===== src/rtl/bitscan_log_unit.sv =====
module bitscan_log_unit #(
  parameter int W = 32
) (
  input  logic         clk,
  input  logic         rst,
  input  logic         in_valid,
  input  logic [W-1:0] in_word,
  input  logic [2:0]   op_sel,
  output logic         out_valid,
  output logic [W-1:0] out_result,
  output logic         out_flag
);
  localparam int PW = (W > 1) ? $clog2(W) : 1;
  localparam logic [W-1:0] WIDTH_VAL = W'(W);
  localparam logic [W-1:0] TOP_IDX   = W'(W - 1);
  localparam logic [W-1:0] ONE_VAL   = W'(1);

  localparam logic [2:0] OP_HIGHBIT = 3'd0;
  localparam logic [2:0] OP_FLOOR   = 3'd1;
  localparam logic [2:0] OP_CEIL    = 3'd2;
  localparam logic [2:0] OP_LEAD    = 3'd3;
  localparam logic [2:0] OP_TRAIL   = 3'd4;

  logic [W-1:0]  word_dec;
  logic [W-1:0]  word_rev;
  logic [W-1:0]  det_in;
  logic          det_any;
  logic [PW-1:0] det_pos;
  logic [W-1:0]  pos_ext;
  logic [W-1:0]  floor_val;
  logic [W-1:0]  count_val;
  logic [W-1:0]  res_next;
  logic          flag_next;

  assign word_dec = in_word - ONE_VAL;

  for (genvar i = 0; i < W; i++) begin : g_rev
    assign word_rev[i] = in_word[W-1-i];
  end

  always_comb begin
    case (op_sel)
      OP_CEIL:  det_in = word_dec;
      OP_TRAIL: det_in = word_rev;
      default:  det_in = in_word;
    endcase
  end

  // shared leading-one detector: highest set index wins
  always_comb begin
    det_pos = '0;
    for (int i = 0; i < W; i++) begin
      if (det_in[i]) det_pos = PW'(i);
    end
  end

  assign det_any   = |det_in;
  assign pos_ext   = W'(det_pos);
  assign floor_val = det_any ? pos_ext : '1;
  assign count_val = det_any ? (TOP_IDX - pos_ext) : WIDTH_VAL;

  always_comb begin
    case (op_sel)
      OP_HIGHBIT: res_next = det_any ? pos_ext : '0;
      OP_FLOOR:   res_next = floor_val;
      OP_CEIL:    res_next = floor_val + ONE_VAL;
      OP_LEAD,
      OP_TRAIL:   res_next = count_val;
      default:    res_next = '0;
    endcase
  end

  assign flag_next = (op_sel <= OP_TRAIL) && (|in_word);

  always_ff @(posedge clk) begin
    if (rst) begin
      out_valid  <= 1'b0;
      out_result <= '0;
      out_flag   <= 1'b0;
    end else begin
      out_valid  <= in_valid;
      out_result <= res_next;
      out_flag   <= flag_next;
    end
  end
endmodule


===== config.mk =====
export PLATFORM = sky130hd
export DESIGN_NAME = bitscan_log_unit
export DESIGN_NICKNAME = d
export VERILOG_FILES = /design/src/rtl/bitscan_log_unit.sv
export SDC_FILE = /design/constraint.sdc
export NUM_CORES = 1
export LEC_CHECK = 0
export CAP_MARGIN = 5
export CORE_UTILIZATION = 56
export CTS_BUF_LIST = sky130_fd_sc_hd__clkbuf_8
export DETAILED_ROUTE_END_ITERATION = 6
export GPL_TIMING_DRIVEN = 0
export PLACE_DENSITY_LB_ADDON = 0.15
export SETUP_SLACK_MARGIN = 0.1
export SLEW_MARGIN = 30
export SYNTH_ARGS = -nofsm -noshare
export SYNTH_HDL_FRONTEND = slang
export SYNTH_SLANG_ARGS = --single-unit

===== constraint.sdc =====
create_clock -name clk -period 14.7 [get_ports clk]
set_clock_uncertainty 0.2 [all_clocks]
set_input_delay 2.94 -clock clk [delete_from_list [all_inputs] [get_ports clk]]
set_output_delay 2.94 -clock clk [all_outputs]
set_load 0.01 [all_outputs]

* After elaboration in Yosys (flattened, before gate mapping) *
Cells that the tools add are included.

word-level totals
  bits in registers = 34
  bits of input ports = 38
  output and inout port bits = 34
  logic and storage cells = 52

cells by class
  add/sub/neg operators = 3
  order comparisons = 1
  equality and inequality tests = 4
  multiplexer cells = 36
  reduce and logical (&&, ||, !) cells = 5

operators by type and width
  kind                                                                   number
  5-bit two-way mux                                                      31
  32-bit case mux with 4 select lines                                    1
  32-bit two-way mux                                                     2
  32-bit case mux with 2 select lines                                    1
  32-bit OR reduction                                                    2
  32-bit by 1-bit adder with 32-bit output (second input constant)       1
  32-bit by 1-bit subtractor with 32-bit output (second input constant)  1
  3-bit by 2-bit == test with 1-bit output (second input constant)       2
  5-bit by 5-bit subtractor with 6-bit output (first input constant)     1
  3-bit by 1-bit == test with 1-bit output (second input constant)       1
  3-bit == test (second input constant)                                  1
  3-bit less-or-equal comparator (second input constant)                 1
  3-bit logical NOT                                                      1
  2-bit OR reduction                                                     1
  1-bit logical AND                                                      1
  1-bit two-way mux                                                      1

* Depth between registers and ports, before layout *
  depth after elaboration = 36
  gate-level depth with buffers = 19
  gate-level depth less buffers = 16

* Worst setup path after synthesis *
No wires, ideal clock.

  path kind = input -> register
  start = input port in_word[4]
  end = register out_result[1]
  library setup time = 0.091 ns
  data arrival time = 6.377 ns
  data required time = 14.409 ns
  setup slack = 8.032 ns
  stages = 15
  path buffers = 2
  cells stage by stage = clkbuf_1 > or4_4 > buf_2 > nor4_1 > mux2i_1 > a221o_1 > nor3_1 > a2111oi_0 > a21oi_1 > nor4b_1 > inv_1 > ha_1 > nand2_1 > and4_1 > a311oi_1

on the way
  longest elaborated chain between the ends = 33
  elaborated cells between the ends (all ways) = 37
  those cells by class = add/sub (3); mux (33); reduce/logical (1)

RTL lines
  element                                                                            line    RTL
  from (decl)                                                                        7       input logic [W-1:0] in_word,
  32-bit by 1-bit subtractor with 32-bit output                                      35      assign word_dec = in_word - ONE_VAL;
  32-bit case mux with 2 select lines *                                              42      case (op_sel)
  5-bit two-way mux (28 in series)                                                   53      if (det_in[i]) det_pos = PW'(i);
  32-bit two-way mux or 5-bit by 5-bit subtractor with 6-bit output (tied branches)  59, 60
  32-bit by 1-bit adder with 32-bit output or 32-bit two-way mux (tied branches)     66, 60
  32-bit case mux with 4 select lines *                                              63      case (op_sel)
  to (signal assigned)                                                               82      out_result <= res_next;
  to (decl)                                                                          10      output logic [W-1:0] out_result,

Mark *: on every way between the ends. The rest lies on a longest branch, timed or not.
A chain may end at the register's enable or synchronous reset.

* Final worst setup path *
  start = input port in_word[1]
  end = register out_result[1]

on the way
  longest elaborated chain between the ends = 36
  elaborated cells between the ends (all ways) = 40
  those cells by class = add/sub (3); mux (36); reduce/logical (1)

RTL lines
  element                                                                            line
  32-bit by 1-bit subtractor with 32-bit output                                      35
  32-bit case mux with 2 select lines *                                              42
  1-bit two-way mux                                                                  53
  5-bit two-way mux (30 in series)                                                   53
  32-bit two-way mux or 5-bit by 5-bit subtractor with 6-bit output (tied branches)  59, 60
  32-bit by 1-bit adder with 32-bit output or 32-bit two-way mux (tied branches)     66, 60
  32-bit case mux with 4 select lines *                                              63

Marked as above.

==> impl_metrics.xml <==
<?xml version="1.0" encoding="UTF-8"?>
<metrics>
  <group name="global_route">
    <metric name="grtUsageMet1" unit="">0.536</metric>
    <metric name="vias_in_the_first_global_route" unit="">3367</metric>
    <metric name="globalRouteMet3Util" unit="">0.0977</metric>
    <metric name="globalRouteOverflowTotal" unit="">0</metric>
    <metric name="groute.usage.overall" unit="">0.391</metric>
    <metric name="met2_demand_to_capacity_share_in_global_routing" unit="">0.595</metric>
    <metric name="antenna_found_initial" unit="">0</metric>
    <metric name="grt_most_used_layer" unit="">met2</metric>
    <metric name="grt_max_degree" unit="">15</metric>
    <metric name="wire_length_of_the_first_global_routing_pass" unit="um">16600</metric>
  </group>
  <group name="layout">
    <metric name="syn_to_final_growth" unit="%">26.1</metric>
    <metric name="final_cell_mix" unit="">64 x clkdlybuf4s50_1, 50 x nand2_1, 35 x nor2_1</metric>
    <metric name="antenna_cells" unit="">0</metric>
    <metric name="post_route_cells_drive_above_1_share" unit="">0.138</metric>
    <metric name="most_common_cell_after_layout_fill_and_taps_aside" unit="">clkdlybuf4s50_1</metric>
    <metric name="final_core_util" unit="">0.733</metric>
    <metric name="final_cells" unit="">548</metric>
    <metric name="finish.net_count" unit="">524</metric>
  </group>
  <group name="sta">
    <metric name="timing.final.setup_violations" unit="">0</metric>
    <metric name="timing_hold_violations_final" unit="">0</metric>
    <metric name="final_max_slew_viol_count" unit="">0</metric>
    <metric name="setup_repair_after_global_routing_missed_its_margin" unit="">no</metric>
    <metric name="timing_worst_slew_pin_value" unit="ns">0.940</metric>
    <metric name="min_period" unit="ns">8.16</metric>
    <metric name="period_share" unit="">0.555</metric>
    <metric name="fmax" unit="GHz">0.123</metric>
    <metric name="slew_headroom" unit="">0.367</metric>
    <metric name="final.setup.tns" unit="ns">0</metric>
  </group>
  <group name="power">
    <metric name="leakage" unit="nW">1.36</metric>
    <metric name="power.clock.fraction" unit="">0.218</metric>
    <metric name="cellPowerDensity" unit="nW/um^2">44.2</metric>
    <metric name="netSwitchingFraction" unit="">0.379</metric>
    <metric name="power.sequential.fraction" unit="">0.320</metric>
    <metric name="combPwrFrac" unit="">0.461</metric>
    <metric name="power.switching" unit="mW">0.0629</metric>
    <metric name="fin_total_pwr" unit="mW">0.166</metric>
    <metric name="internal_power" unit="mW">0.103</metric>
    <metric name="irDropWorstVdd" unit="uV">60.8</metric>
  </group>
  <group name="clock_tree">
    <metric name="post_cts.resized_instances" unit="">0</metric>
    <metric name="max-clock-path-buffers" unit="">2</metric>
    <metric name="clock_tree_from_tritoncts" unit="">built</metric>
    <metric name="htreeDepth" unit="">1</metric>
    <metric name="cts_inserted_buffers" unit="">3</metric>
    <metric name="postCtsSetupBuffers" unit="">0</metric>
    <metric name="clock_sinks" unit="">19</metric>
    <metric name="hold_buffers" unit="">0</metric>
    <metric name="clock_tree.root_cell" unit="">clkbuf_8</metric>
    <metric name="worst_setup_hold_path_clk_slew" unit="ns">0.07</metric>
  </group>
  <group name="floorplan">
    <metric name="core_area" unit="um^2">5110</metric>
    <metric name="die_width" unit="um">74.8</metric>
    <metric name="fp-row-count" unit="">26</metric>
    <metric name="initial_core_utilization" unit="">0.582</metric>
    <metric name="die_h" unit="um">74.8</metric>
    <metric name="fp.dieArea" unit="um^2">5600</metric>
    <metric name="ios" unit="">72</metric>
  </group>
  <group name="logic_synthesis">
    <metric name="synthesis.nets" unit="">455</metric>
    <metric name="synth.ff_latch_count" unit="">19</metric>
    <metric name="synthArstFlopShare" unit="">0</metric>
    <metric name="cell_area_after_technology_mapping" unit="um^2">2970</metric>
    <metric name="yosys_most_used_dff" unit="">dfxtp_1</metric>
    <metric name="ys.warnings.count" unit="">0</metric>
    <metric name="syn-mean-instance-area" unit="um^2">7.25</metric>
    <metric name="yosysUniqueCellTypes" unit="">84</metric>
    <metric name="sequential_share_of_the_synthesized_area" unit="">0.128</metric>
    <metric name="synth_edf_count" unit="">0</metric>
    <metric name="synthCells" unit="">410</metric>
  </group>
  <group name="placement">
    <metric name="hpwl" unit="um">8400</metric>
    <metric name="dp.cells" unit="">544</metric>
    <metric name="globalplace.congestion" unit="">1.01</metric>
    <metric name="placement.io_buffers" unit="">64</metric>
  </group>
  <group name="worst_hold_path">
    <metric name="hold_path.class" unit="">in2reg</metric>
    <metric name="min_delay_worst_endpoint" unit="">out_valid</metric>
    <metric name="worst_hold_stages" unit="">2</metric>
    <metric name="hold_sp" unit="">in_valid</metric>
  </group>
  <group name="setup_path">
    <metric name="crit_buf_inv" unit="">3</metric>
    <metric name="criticalPathCategory" unit="">in2reg</metric>
    <metric name="worstPathArrival" unit="ns">8.12</metric>
    <metric name="cp-start-kind" unit="">input pin</metric>
    <metric name="worst_path_largest_cell_delay" unit="ns">0.76</metric>
    <metric name="worst_setup_path_end_kind" unit="">register</metric>
    <metric name="worstPathRequired" unit="ns">14.66</metric>
    <metric name="cpMaxStageDelayCell" unit="">nor3b_1</metric>
    <metric name="timing.critical_path.cells" unit="">clkdlybuf4s50_1 &gt; inv_1 &gt; ha_1 &gt; nor3b_1 &gt; nand4_2 &gt; nor2_1 &gt; a221o_1 &gt; nor3_1 &gt; a2111oi_0 &gt; a21oi_1 &gt; nor4b_1 &gt; inv_1 &gt; ha_1 &gt; nand2_1 &gt; and4_1 &gt; a311oi_1</metric>
    <metric name="worstPathMaxFanout" unit="">7</metric>
    <metric name="crit_family" unit="">simple AND/OR/NAND/NOR gates</metric>
  </group>
  <group name="outcome">
    <metric name="status" unit="">finished, final reports clean</metric>
  </group>
  <group name="route">
    <metric name="drt-wirelength-per-cell" unit="um">19.9</metric>
    <metric name="detail_route.wirelength" unit="um">10900</metric>
    <metric name="detail_route.vias_per_cell" unit="">7.02</metric>
    <metric name="final_antenna_net_count" unit="">0</metric>
    <metric name="drc_violation_count_after_routing" unit="">0</metric>
    <metric name="vias" unit="">3845</metric>
    <metric name="drt_pre_antenna_iters" unit="">6</metric>
    <metric name="dr.first_iter.drc_count" unit="">567</metric>
  </group>
  <group name="job">
    <metric name="drv.max_cap_violation_count" unit="">0</metric>
  </group>
</metrics>
[cell families after synthesis]
group,synth area share
simple gates,0.407
compound gates,0.293
buf+inv,0.104
flops,0.128
mux,0.0274
fa+ha+maj,0.0295
xor+xnor,0.0118
[worst max path at each step]
stage	startpoint	end	slack, ns	cells past startpoint
after global routing	in_word[1]	out_result[1]	6.34	16
after global placement	in_word[1]	out_result[1]	6.55	16
final	in_word[1]	out_result[1]	6.54	16
after CTS	in_word[1]	out_result[1]	6.74	16
after floorplan	in_word[4]	out_result[1]	8.03	15
after detailed placement	in_word[1]	out_result[1]	6.51	16
[layer usage]
layer,wire length [um],vias up
met5,0,-
met4,393,0
met3,1690,49
met2,4630,358
met1,4210,1721
li1,-,1717
[power by group through the flow]
stage / registers [mW] / logic [mW] / clock network, mW
detailed placement: 0.0543 / 0.0732 / 0
global route: 0.0532 / 0.0817 / 0.0394
finish: 0.0531 / 0.0765 / 0.0361
floorplan: 0.0550 / 0.0438 / 0
global placement: 0.0542 / 0.0719 / 0
CTS: 0.0531 / 0.0736 / 0.0364
[flip-flops by register name (all words and copies together), names as in the netlist]
name / count
out_flag: 1
out_result: 17
out_valid: 1
[layout make-up]
class	instances	area, um^2
fillers	407	1360
clock buffers	3	41.3
clock inverters	1	5.00
inverters	9	33.8
multi-input cells	339	2280
flip-flops and latches	19	380
well taps	70	87.6
repair buffers	64	641
plain buffers	43	274
[metrics by stage]
step	cell area [um^2]	hold slack [ns]	setup WS (ns)
3_3_place_gp	3700	3.31	6.55
4_1_cts	3750	3.06	6.74
2_1_floorplan	2970	2.81	8.03
5_1_grt	3750	3.05	6.34
3_5_place_dp	3700	3.34	6.51
6_report	3750	3.05	6.54
[synthesized netlist by cell type, types with 7 or more instances]
library cell  number  area share
o21ai_0           12       0.020
nor4_1            13       0.027
inv_1              8       0.010
ha_1               7       0.029
dfxtp_1           19        0.13
nand4_1           10       0.021
buf_2              9       0.015
mux2i_1            7       0.024
buf_4             17       0.043
nand2_1           50       0.063
nor3_1            16       0.027
a31oi_1            9       0.019
a21oi_1           16       0.027
or4_1              7       0.018
o211ai_1          12       0.030
nor2_1            35       0.044
clkbuf_1          10       0.013
nand3_1           13       0.022
Note: power is estimated with default switching activity, not from simulation.
